## config.mk

```make
export PLATFORM = sky130hd
export DESIGN_NAME = link_train_ctrl
export DESIGN_NICKNAME = d
export VERILOG_FILES = /design/src/rtl/lt_pkg.sv /design/src/rtl/lt_rx_decode.sv /design/src/rtl/lt_run_counter.sv /design/src/rtl/lt_tx_select.sv /design/src/rtl/link_train_ctrl.sv
export SDC_FILE = /design/constraint.sdc
export NUM_CORES = 1
export LEC_CHECK = 0
export ABC_AREA = 0
export ABC_CLOCK_PERIOD_IN_PS = 2100
export CAP_MARGIN = 10
export CORE_MARGIN = 4
export CORE_UTILIZATION = 49
export DETAILED_ROUTE_END_ITERATION = 16
export PLACE_DENSITY = 0.81
export SLEW_MARGIN = 40
export SYNTH_ARGS = -nofsm -noshare
export SYNTH_HDL_FRONTEND = slang
export SYNTH_SLANG_ARGS = --single-unit
```

## constraint.sdc

```tcl
create_clock -name clk -period 2.1 [get_ports clk]
set_input_delay 0.525 -clock clk [delete_from_list [all_inputs] [get_ports clk]]
set_output_delay 0.525 -clock clk [all_outputs]
set_load 0.05 [all_outputs]
```

## src/rtl/lt_pkg.sv

```systemverilog
package lt_pkg;

    localparam int WORD_W = 8;
    localparam int CFG_W  = 4;

    typedef logic [WORD_W-1:0] word_t;
    typedef logic [CFG_W-1:0]  cfg_id_t;

    localparam word_t   CODE_TRAIN  = 8'hA5;
    localparam word_t   CODE_NALIGN = 8'h3C;
    localparam word_t   CODE_ACK    = 8'hC3;
    localparam word_t   CODE_IDLE   = 8'h00;
    localparam cfg_id_t CFG_TAG     = 4'h9;

    typedef enum logic [2:0] {
        ST_RESET,
        ST_TRAIN,
        ST_WAIT_ACK,
        ST_CFG_CHECK,
        ST_LINK_UP,
        ST_ERROR
    } lt_state_e;

    typedef enum logic [1:0] {
        ERR_NONE,
        ERR_FAIL,
        ERR_CFG,
        ERR_LOSS
    } err_kind_e;

    typedef struct packed {
        logic    train_code;
        logic    ack;
        logic    cfg;
        cfg_id_t cfg_id;
    } rx_info_t;

    function automatic word_t cfg_word(input cfg_id_t id);
        return {CFG_TAG, id};
    endfunction

    function automatic logic is_training_state(input lt_state_e st);
        return (st == ST_TRAIN) || (st == ST_WAIT_ACK) || (st == ST_CFG_CHECK);
    endfunction

endpackage

```

## src/rtl/lt_rx_decode.sv

```systemverilog
module lt_rx_decode
    import lt_pkg::*;
(
    input  word_t    rx_word_i,
    input  logic     rx_valid_i,
    output rx_info_t info_o
);

    always_comb begin
        info_o            = '0;
        info_o.train_code = rx_valid_i &&
                            ((rx_word_i == CODE_TRAIN) ||
                             (rx_word_i == CODE_NALIGN) ||
                             (rx_word_i == CODE_ACK));
        info_o.ack        = rx_valid_i && (rx_word_i == CODE_ACK);
        info_o.cfg        = rx_valid_i && (rx_word_i[WORD_W-1 -: CFG_W] == CFG_TAG);
        info_o.cfg_id     = rx_word_i[CFG_W-1:0];
    end

endmodule

```

## src/rtl/lt_run_counter.sv

```systemverilog
module lt_run_counter #(
    parameter int LIMIT = 64
) (
    input  logic clk,
    input  logic rst,
    input  logic clear_i,
    input  logic tick_i,
    output logic expired_o
);

    localparam int CNT_W = (LIMIT > 2) ? $clog2(LIMIT) : 1;
    localparam logic [CNT_W-1:0] LAST = CNT_W'(LIMIT - 1);

    logic [CNT_W-1:0] cnt_q;

    always_ff @(posedge clk) begin
        if (rst || clear_i) begin
            cnt_q <= '0;
        end else if (tick_i) begin
            cnt_q <= cnt_q + 1'b1;
        end
    end

    assign expired_o = tick_i && (cnt_q == LAST);

endmodule

```

## src/rtl/lt_tx_select.sv

```systemverilog
module lt_tx_select
    import lt_pkg::*;
#(
    parameter cfg_id_t LOCAL_CFG = 4'h5
) (
    input  lt_state_e state_i,
    input  logic      phase_i,
    output word_t     tx_word_o
);

    always_comb begin
        unique case (state_i)
            ST_TRAIN:     tx_word_o = phase_i ? CODE_NALIGN : CODE_TRAIN;
            ST_WAIT_ACK:  tx_word_o = phase_i ? CODE_ACK    : CODE_TRAIN;
            ST_CFG_CHECK: tx_word_o = cfg_word(LOCAL_CFG);
            default:      tx_word_o = CODE_IDLE;
        endcase
    end

endmodule

```

## src/rtl/link_train_ctrl.sv

```systemverilog
module link_train_ctrl
    import lt_pkg::*;
#(
    parameter bit      IS_MASTER   = 1'b1,
    parameter cfg_id_t LOCAL_CFG   = 4'h5,
    parameter int      TRAIN_LIMIT = 256,
    parameter int      LOSS_LIMIT  = 64
) (
    input  logic       clk,
    input  logic       rst,
    input  logic [7:0] rx_word_i,
    input  logic       rx_valid_i,
    input  logic       deskew_done_i,
    output logic [7:0] tx_word_o,
    output logic       link_up_o,
    output logic       link_fail_o,
    output logic       cfg_err_o,
    output logic       link_err_irq_o
);

    lt_state_e fsm_q, fsm_nxt;
    err_kind_e err_kind;
    rx_info_t  rx_info;
    logic      phase_q;
    logic      train_tick, train_exp;
    logic      loss_tick, loss_clear, loss_exp;
    logic      fail_q, cfg_q;

    lt_rx_decode u_decode (
        .rx_word_i  (rx_word_i),
        .rx_valid_i (rx_valid_i),
        .info_o     (rx_info)
    );

    assign train_tick = is_training_state(fsm_q);

    lt_run_counter #(.LIMIT(TRAIN_LIMIT)) u_train_win (
        .clk       (clk),
        .rst       (rst),
        .clear_i   (!train_tick),
        .tick_i    (train_tick),
        .expired_o (train_exp)
    );

    assign loss_tick  = (fsm_q == ST_LINK_UP) && !rx_valid_i;
    assign loss_clear = (fsm_q != ST_LINK_UP) || rx_valid_i;

    lt_run_counter #(.LIMIT(LOSS_LIMIT)) u_loss_win (
        .clk       (clk),
        .rst       (rst),
        .clear_i   (loss_clear),
        .tick_i    (loss_tick),
        .expired_o (loss_exp)
    );

    always_comb begin
        fsm_nxt  = fsm_q;
        err_kind = ERR_NONE;
        unique case (fsm_q)
            ST_RESET: fsm_nxt = ST_TRAIN;
            ST_TRAIN: begin
                if (train_exp) begin
                    fsm_nxt  = ST_ERROR;
                    err_kind = ERR_FAIL;
                end else if (rx_info.train_code && deskew_done_i) begin
                    fsm_nxt = ST_WAIT_ACK;
                end
            end
            ST_WAIT_ACK: begin
                if (train_exp) begin
                    fsm_nxt  = ST_ERROR;
                    err_kind = ERR_FAIL;
                end else if (rx_info.ack) begin
                    fsm_nxt = ST_CFG_CHECK;
                end
            end
            ST_CFG_CHECK: begin
                if (rx_info.cfg) begin
                    if (!IS_MASTER || (rx_info.cfg_id == LOCAL_CFG)) begin
                        fsm_nxt = ST_LINK_UP;
                    end else begin
                        fsm_nxt  = ST_ERROR;
                        err_kind = ERR_CFG;
                    end
                end else if (train_exp) begin
                    fsm_nxt  = ST_ERROR;
                    err_kind = ERR_FAIL;
                end
            end
            ST_LINK_UP: begin
                if (loss_exp) begin
                    fsm_nxt  = ST_ERROR;
                    err_kind = ERR_LOSS;
                end
            end
            default: fsm_nxt = ST_ERROR;
        endcase
    end

    always_ff @(posedge clk) begin
        if (rst) begin
            fsm_q   <= ST_RESET;
            phase_q <= 1'b0;
            fail_q  <= 1'b0;
            cfg_q   <= 1'b0;
        end else begin
            fsm_q   <= fsm_nxt;
            phase_q <= ((fsm_q == ST_TRAIN) || (fsm_q == ST_WAIT_ACK)) ? ~phase_q : 1'b0;
            if (err_kind == ERR_FAIL) fail_q <= 1'b1;
            if (err_kind == ERR_CFG)  cfg_q  <= 1'b1;
        end
    end

    generate
        if (IS_MASTER) begin : g_master_irq
            logic irq_q;
            always_ff @(posedge clk) begin
                if (rst) begin
                    irq_q <= 1'b0;
                end else if (err_kind == ERR_LOSS) begin
                    irq_q <= 1'b1;
                end
            end
            assign link_err_irq_o = irq_q;
        end else begin : g_slave_irq
            assign link_err_irq_o = 1'b0;
        end
    endgenerate

    lt_tx_select #(.LOCAL_CFG(LOCAL_CFG)) u_tx (
        .state_i   (fsm_q),
        .phase_i   (phase_q),
        .tx_word_o (tx_word_o)
    );

    assign link_up_o   = (fsm_q == ST_LINK_UP);
    assign link_fail_o = fail_q;
    assign cfg_err_o   = cfg_q;


    up_after_cfg_chk: assert property (@(posedge clk) disable iff (rst)
        $rose(link_up_o) |-> $past(fsm_q == ST_CFG_CHECK));


    up_tx_idle_chk: assert property (@(posedge clk) disable iff (rst)
        link_up_o |-> (tx_word_o == CODE_IDLE));


    cfg_err_no_up_chk: assert property (@(posedge clk) disable iff (rst)
        cfg_err_o |-> !link_up_o);


    window_end_chk: assert property (@(posedge clk) disable iff (rst)
        train_exp |=> (fsm_q == ST_ERROR) || (fsm_q == ST_LINK_UP));


    irq_from_up_chk: assert property (@(posedge clk) disable iff (rst)
        $rose(link_err_irq_o) |-> $past(link_up_o));


    error_terminal_chk: assert property (@(posedge clk) disable iff (rst)
        (fsm_q == ST_ERROR) |=> (fsm_q == ST_ERROR));


    fail_sticky_chk: assert property (@(posedge clk) disable iff (rst)
        link_fail_o |=> link_fail_o);


    cfg_sticky_chk: assert property (@(posedge clk) disable iff (rst)
        cfg_err_o |=> cfg_err_o);


    irq_sticky_chk: assert property (@(posedge clk) disable iff (rst)
        link_err_irq_o |=> link_err_irq_o);


    single_cause_chk: assert property (@(posedge clk) disable iff (rst)
        !(link_fail_o && cfg_err_o));

endmodule

```

Word level (Yosys, flattened, before mapping)
Index checks and enable logic that the tools add are counted.
W data, S select, Z words.
- input bits: 12
- flip-flop bits (word level): 21
- logic and storage cells: 67
- output and inout bits: 12
- bitwise gates (word level): 2
- reductions and logical operators: 20
- equality and inequality tests: 19
- add/subtract/negate cells: 2
- muxes and demuxes: 17
- operators by type and width (operator ; count):
    $eq A8 B8 Y1 const B ; 3
    $pmux W8 S3 ; 1
    $mux W3 ; 7
    $pmux W3 S5 ; 1
    $ne A3 B3 Y1 const B ; 3
    $add A8 B1 Y8 const B ; 1
    $eq A8 B6 Y1 const B ; 1
    $mux W8 ; 1
    $logic_and A1 B1 Y1 ; 7
    $logic_or A1 B1 Y1 ; 7
    $mux W7 ; 1
    $add A6 B1 Y6 const B ; 1
    $eq A3 B2 Y1 const B ; 2
    $eq A6 B6 Y1 const B ; 1
    $mux W2 ; 3
    $pmux W2 S3 ; 1
    $eq A2 B2 Y1 const B ; 2
    $eq A4 B3 Y1 const B ; 1
    $eq A4 B4 Y1 const B ; 1
    $reduce_and A4 Y1 ; 1
    $reduce_or A2 Y1 ; 2
    $eq A3 B1 Y1 const B ; 1
    $eq A3 B3 Y1 const B ; 1
    $logic_not A3 Y1 ; 1
    6 further kinds ; 9

Logic depth before layout (Yosys ltp)
- word-level depth: 8
- depth in mapped cells: 6
- gate-level depth less buffers: 6

Modules after synthesis
Synthesis repeated with hierarchy kept, for this count alone.
- cells, all modules: 137
- area, all modules: 1196.1 µm²
- by module, submodules not included (module ; area an instance (µm²) ; cells each ; sequential area each (µm²) ; instances):
    link_train_ctrl ; 360.3 ; 38 ; 140.1 ; 1
    lt_run_counter (u_train_win) ; 354.1 ; 40 ; 160.2 ; 1
    lt_run_counter (u_loss_win) ; 270.3 ; 30 ; 120.1 ; 1
    lt_rx_decode ; 116.4 ; 14 ; 0.0 ; 1
    lt_tx_select ; 95.1 ; 15 ; 0.0 ; 1

Least setup slack after synthesis
No wires, ideal clock.
- kind: register -> output
- from: register fsm_q[1]
- to: output tx_word_o[6]
- stages on the path, launching flop included: 5
- arrival time: 2.878 ns
- path buffers: 3
- path slack: -1.303 ns
- required time: 1.575 ns
- path through: dfxtp_1 > buf_6 > clkbuf_1 > nor4b_1 > buf_4
- cells in the longest elaborated chain, start to end: 2
- elaborated cells on any way between the ends: 4
- classes of those cells: eq/ne (3); mux (1)
- RTL lines (element ; line ; RTL):
    from (decl) ; link_train_ctrl.sv:21 ; lt_state_e fsm_q, fsm_nxt;
    from (signal assigned) ; link_train_ctrl.sv:107 ; fsm_q <= fsm_nxt;
    $eq A3 B2 Y1 / $eq A3 B1 Y1 (equally long branches) ; lt_tx_select.sv:12 ; unique case (state_i)
    $pmux W8 S3 (*) ; lt_tx_select.sv:12 ;
    to (decl) ; link_train_ctrl.sv:14 ; output logic [7:0] tx_word_o,
Every way passes the cells marked *; elsewhere a longest branch is shown, timed or not.

Worst setup path in the final report
- from: input rx_word_i[4]
- to: register fsm_q[0]
- cells in the longest elaborated chain, start to end: 7
- elaborated cells on any way between the ends: 16
- classes of those cells: eq/ne (7); mux (2); reduce/logical (7)
- RTL lines (element ; line ; RTL):
    from (decl) ; link_train_ctrl.sv:11 ; input logic [7:0] rx_word_i,
    $eq A8 B8 Y1 / $eq A8 B6 Y1 (equally long branches) ; lt_rx_decode.sv:12, lt_rx_decode.sv:13 ;
    $logic_or A1 B1 Y1 ; lt_rx_decode.sv:12 ; ((rx_word_i == CODE_TRAIN) ||
    $logic_or A1 B1 Y1 ; lt_rx_decode.sv:13 ; (rx_word_i == CODE_NALIGN) ||
    $logic_and A1 B1 Y1 ; lt_rx_decode.sv:11 ; info_o.train_code = rx_valid_i &&
    $logic_and A1 B1 Y1 ; link_train_ctrl.sv:65 ; end else if (rx_info.train_code && deskew_done_i) begin
    $ne A3 B2 Y1 (no source line) ; - ;
    $reduce_and A4 Y1 (no source line) ; - ;
Several ways; a longest one is shown, not always the timed one.
A chain may end at the register's enable or synchronous reset.

==> impl_metrics.yaml <==
worst_setup_path:
  slowest_stage: "sky130_fd_sc_hd__clkdlybuf4s50_1"
  reg2reg_depth: 5
  timing.critical_path.to_type: "flop"
  critPathMaxFanout: 3
  setup.worst_path.start_class: "input pin"
  critical_path.max_stage_delay_ps: 470
  timing.critical_path.to: "fsm_q[0]$_SDFFE_PP0P_"
  worstPathCellList: "clkdlybuf4s50_1, and4bb_2, a21oi_1, a211oi_2, o221ai_1, a221oi_2"
  r2r_setup_slack_ps: 370
  worstReg2RegStart: "fsm_q[2]$_SDFFE_PP0P_"
  crit_required_ps: 2320
  timing.setup.critical_path_class: "in -> reg"
  crit_cells: 6
  crit_path_start: "rx_word_i[4]"
  timing.rr.end: "fsm_q[0]$_SDFFE_PP0P_"
  critPathTopFamily: "compound AO/OA/AOI/OAI gates"
  worst-endpoint-arrival_ps: 2220
  worst-path-buf-inv: 1
clocking:
  tritoncts: "yes"
  cts-buffers-inserted: 3
  worstSkewPairLatency_ps: 300
  cts_htree_levels: 1
  clk_path_buf_depth: 2
  postCtsSetupRepairBufs: 0
  cts.root.buffer_cell: "sky130_fd_sc_hd__clkbuf_4"
  cts_sinks: 21
  cts.clk_slew.worst_paths_ps: 110
final_layout:
  final_common_cell: "sky130_fd_sc_hd__nor2_1"
  synthToLayoutAreaGrowth_pct: 36.25
  final_layout_size_suffix_gt1_share_pct: 23.03
  post_layout_nonfiller_instances: 180
  final_cell_mix: "sky130_fd_sc_hd__nor2_1 (24), sky130_fd_sc_hd__dfxtp_1 (18), sky130_fd_sc_hd__clkdlybuf4s50_1 (14)"
  ant_diodes: 0
  utilization_pct: 69.33
  finish.net_count: 167
timing:
  report.final.setup_viol: 0
  fmaxAchievable_ghz: 0.5011
  slew-limit-headroom_pct: 66.65
  final.min_clock_period_ps: 1996
  setup_total_negative_slack_ps: 0
  slew_viol_final: 0
  fin_skew_ps: 3.155
  period_share_pct: 95.04
  rsz0062_at_grt: "false"
  worst-slew-pin-transition_ps: 498.7
  final_hold_violation_count: 0
  timing.final.ws_setup_ps: 104.2
pwr:
  power_leakage_nw: 0.5273
  power_per_cell_area_nw_per_um2: 1048
  worst_ir_drop_on_vdd_mv: 0.7546
min_path:
  min_path_type: "reg -> reg"
place:
  detailed_place_hpwl_mm: 1.896
  pre_cts_ws_ps: -180.9
  number_of_placed_cells_counting_well_taps: 176
  place.port_buffers: 23
  routabilityCongestion: 0.8084
route:
  drtIter0Drc: 26
  post_drt_wl_per_cell_um: 14.01
  drtPass1Iterations: 4
  detail_route.wirelength_mm: 2.521
  route.vias.total: 1003
  detail_route.drc_violations: 0
  detail_route.vias_per_cell: 5.572
  postRouteAntennaNets: 0
global_route:
  global_route.usage.total_pct: 17.94
  grt_start_max_net_pins: 14
  number_of_global_route_vias_before_repair: 1053
  initial_antenna_violation_count: 0
  grt_pass1_wl_mm: 4.567
  grt_overflow: 0
yosys:
  synth_top_cells_by_area: "sky130_fd_sc_hd__dfxtp_1 (38%), sky130_fd_sc_hd__nor2_1 (8.4%), sky130_fd_sc_hd__xnor2_1 (3.9%), sky130_fd_sc_hd__xor2_1 (3.9%), sky130_fd_sc_hd__a21oi_1 (3.6%)"
  post-synth-top-area-cell: "sky130_fd_sc_hd__dfxtp_1"
  synth_area_um2: 1115
  postSynthNetCount: 142
  synthesis.yosys.warnings: 0
  syn-instance-count: 128
  total_of_flip_flops_plus_latches_after_synthesis: 21
  yosysUniqueCellTypes: 41
  synth_seq_area_share_pct: 37.71
  netlist.area_leader.share_pct: 37.71
  avgSynthCellArea_um2: 8.710
die:
  ioPinCount: 24
  rows: 17
  fp.dieArea_um2: 3102
  die-width_um: 55.70
  placeableCoreArea_um2: 2191
  effective_utilization_at_floorplan_pct: 50.89
  floorplan.die.height_um: 55.70
run_status:
  status: "finished, final reports clean"
flow_run:
  drv_cap: 0
## Yosys cell counts, drive strengths merged
master and count:
nor4b 1, nor2 25, nor3 2, nor3b 1, xnor2 5, nand2 8
nand4 1, clkbuf 4, a221oi 1, dfxtp 21, nand3 6, or3b 1
and4 1, or3 2, o21ai 1, and3b 1, and3 1, and2 3
nor2b 2, nor4 3, or2 1, buf 4, o221ai 1, ha 2
nand3b 1, a311oi 1, a211oi 2, nor4bb 3, o2bb2ai 1, inv 2
xor2 5, nand2b 3, o211ai 1, a21oi 8, and4bb 3
## registers in the layout, summed over array words and instances, names as in the netlist
name               flops
cfg_err_o              1
fsm_q                  3
link_err_irq_o         1
link_fail_o            1
phase_q                1
u_loss_win.cnt_q       6
u_train_win.cnt_q      8
## cell families after synthesis
logic type | Yosys count | share of synthesized area [%]
AND/OR/NAND/NOR | 69 | 36.70
adder cells (fa/ha/maj) | 2 | 2.244
AO/OA/AOI/OAI | 16 | 10.66
XOR/XNOR | 10 | 7.856
buffers and inverters | 10 | 4.825
flip-flops | 21 | 37.71
## worst reg2reg max path: stages (launching register included)
cell and delay, ps:
sky130_fd_sc_hd__dfxtp_2 540, sky130_fd_sc_hd__nand2b_2 300, sky130_fd_sc_hd__nor4_2 80, sky130_fd_sc_hd__a211oi_2 270, sky130_fd_sc_hd__o221ai_1 200, sky130_fd_sc_hd__a221oi_2 260
## layout make-up
type / instances / area [µm²]
Sequential cell: 21 / 424.2
Fill cell: 165 / 671.9
Clock inverter: 1 / 5.005
Tap cell: 28 / 35.03
Clock buffer: 3 / 22.52
Multi-Input combinational cell: 97 / 666.9
Inverter: 2 / 7.507
Timing Repair Buffer: 28 / 357.8
## metrics by stage
step | hold WS (ps) | total power [mW] | instance area (µm²)
2_1_floorplan | 417.6 | 1.054 | 1141
3_5_place_dp | 440.7 | 1.401 | 1488
4_1_cts | 461.7 | 1.598 | 1518
5_1_grt | 471.4 | 1.677 | 1519
6_report | 459.0 | 1.592 | 1519
3_3_place_gp | 427.7 | 1.379 | 1488
## power by group
group          internal, mW  total, mW  switching (mW)
combinational         0.411      0.889           0.478
sequential            0.435      0.510          0.0749
clock                0.0711      0.192           0.121
## worst min-delay path by stage
stage	start	endpoint	slack (ps)	cells after the start
after CTS	u_loss_win.cnt_q[0]$_SDFFE_PP0N_	u_loss_win.cnt_q[0]$_SDFFE_PP0N_	460	1
after detailed placement	u_loss_win.cnt_q[0]$_SDFFE_PP0N_	u_loss_win.cnt_q[0]$_SDFFE_PP0N_	440	1
after floorplan	u_loss_win.cnt_q[0]$_SDFFE_PP0N_	u_loss_win.cnt_q[0]$_SDFFE_PP0N_	420	1
after global placement	u_loss_win.cnt_q[0]$_SDFFE_PP0N_	u_loss_win.cnt_q[0]$_SDFFE_PP0N_	430	1
final	u_loss_win.cnt_q[0]$_SDFFE_PP0N_	u_loss_win.cnt_q[0]$_SDFFE_PP0N_	460	1
after global routing	u_loss_win.cnt_q[0]$_SDFFE_PP0N_	u_loss_win.cnt_q[0]$_SDFFE_PP0N_	470	1
## per-layer routing
layer	GRT usage [%]	part of all wire, %	vias to the layer above
li1	-	-	493
met1	20.79	43	476
met2	31.59	51	26
met3	4.176	3.4	8
met4	6.944	2.5	0
met5	0	0	-
## what timing repair did
action,4_1_cts,5_1_grt
gates resized for setup,2,1
endpoints found under the setup margin,4,5
hold buffers,0,0
pin swaps,0,0
hold endpoints to repair,0,0
(Power assumes the default switching activity.)
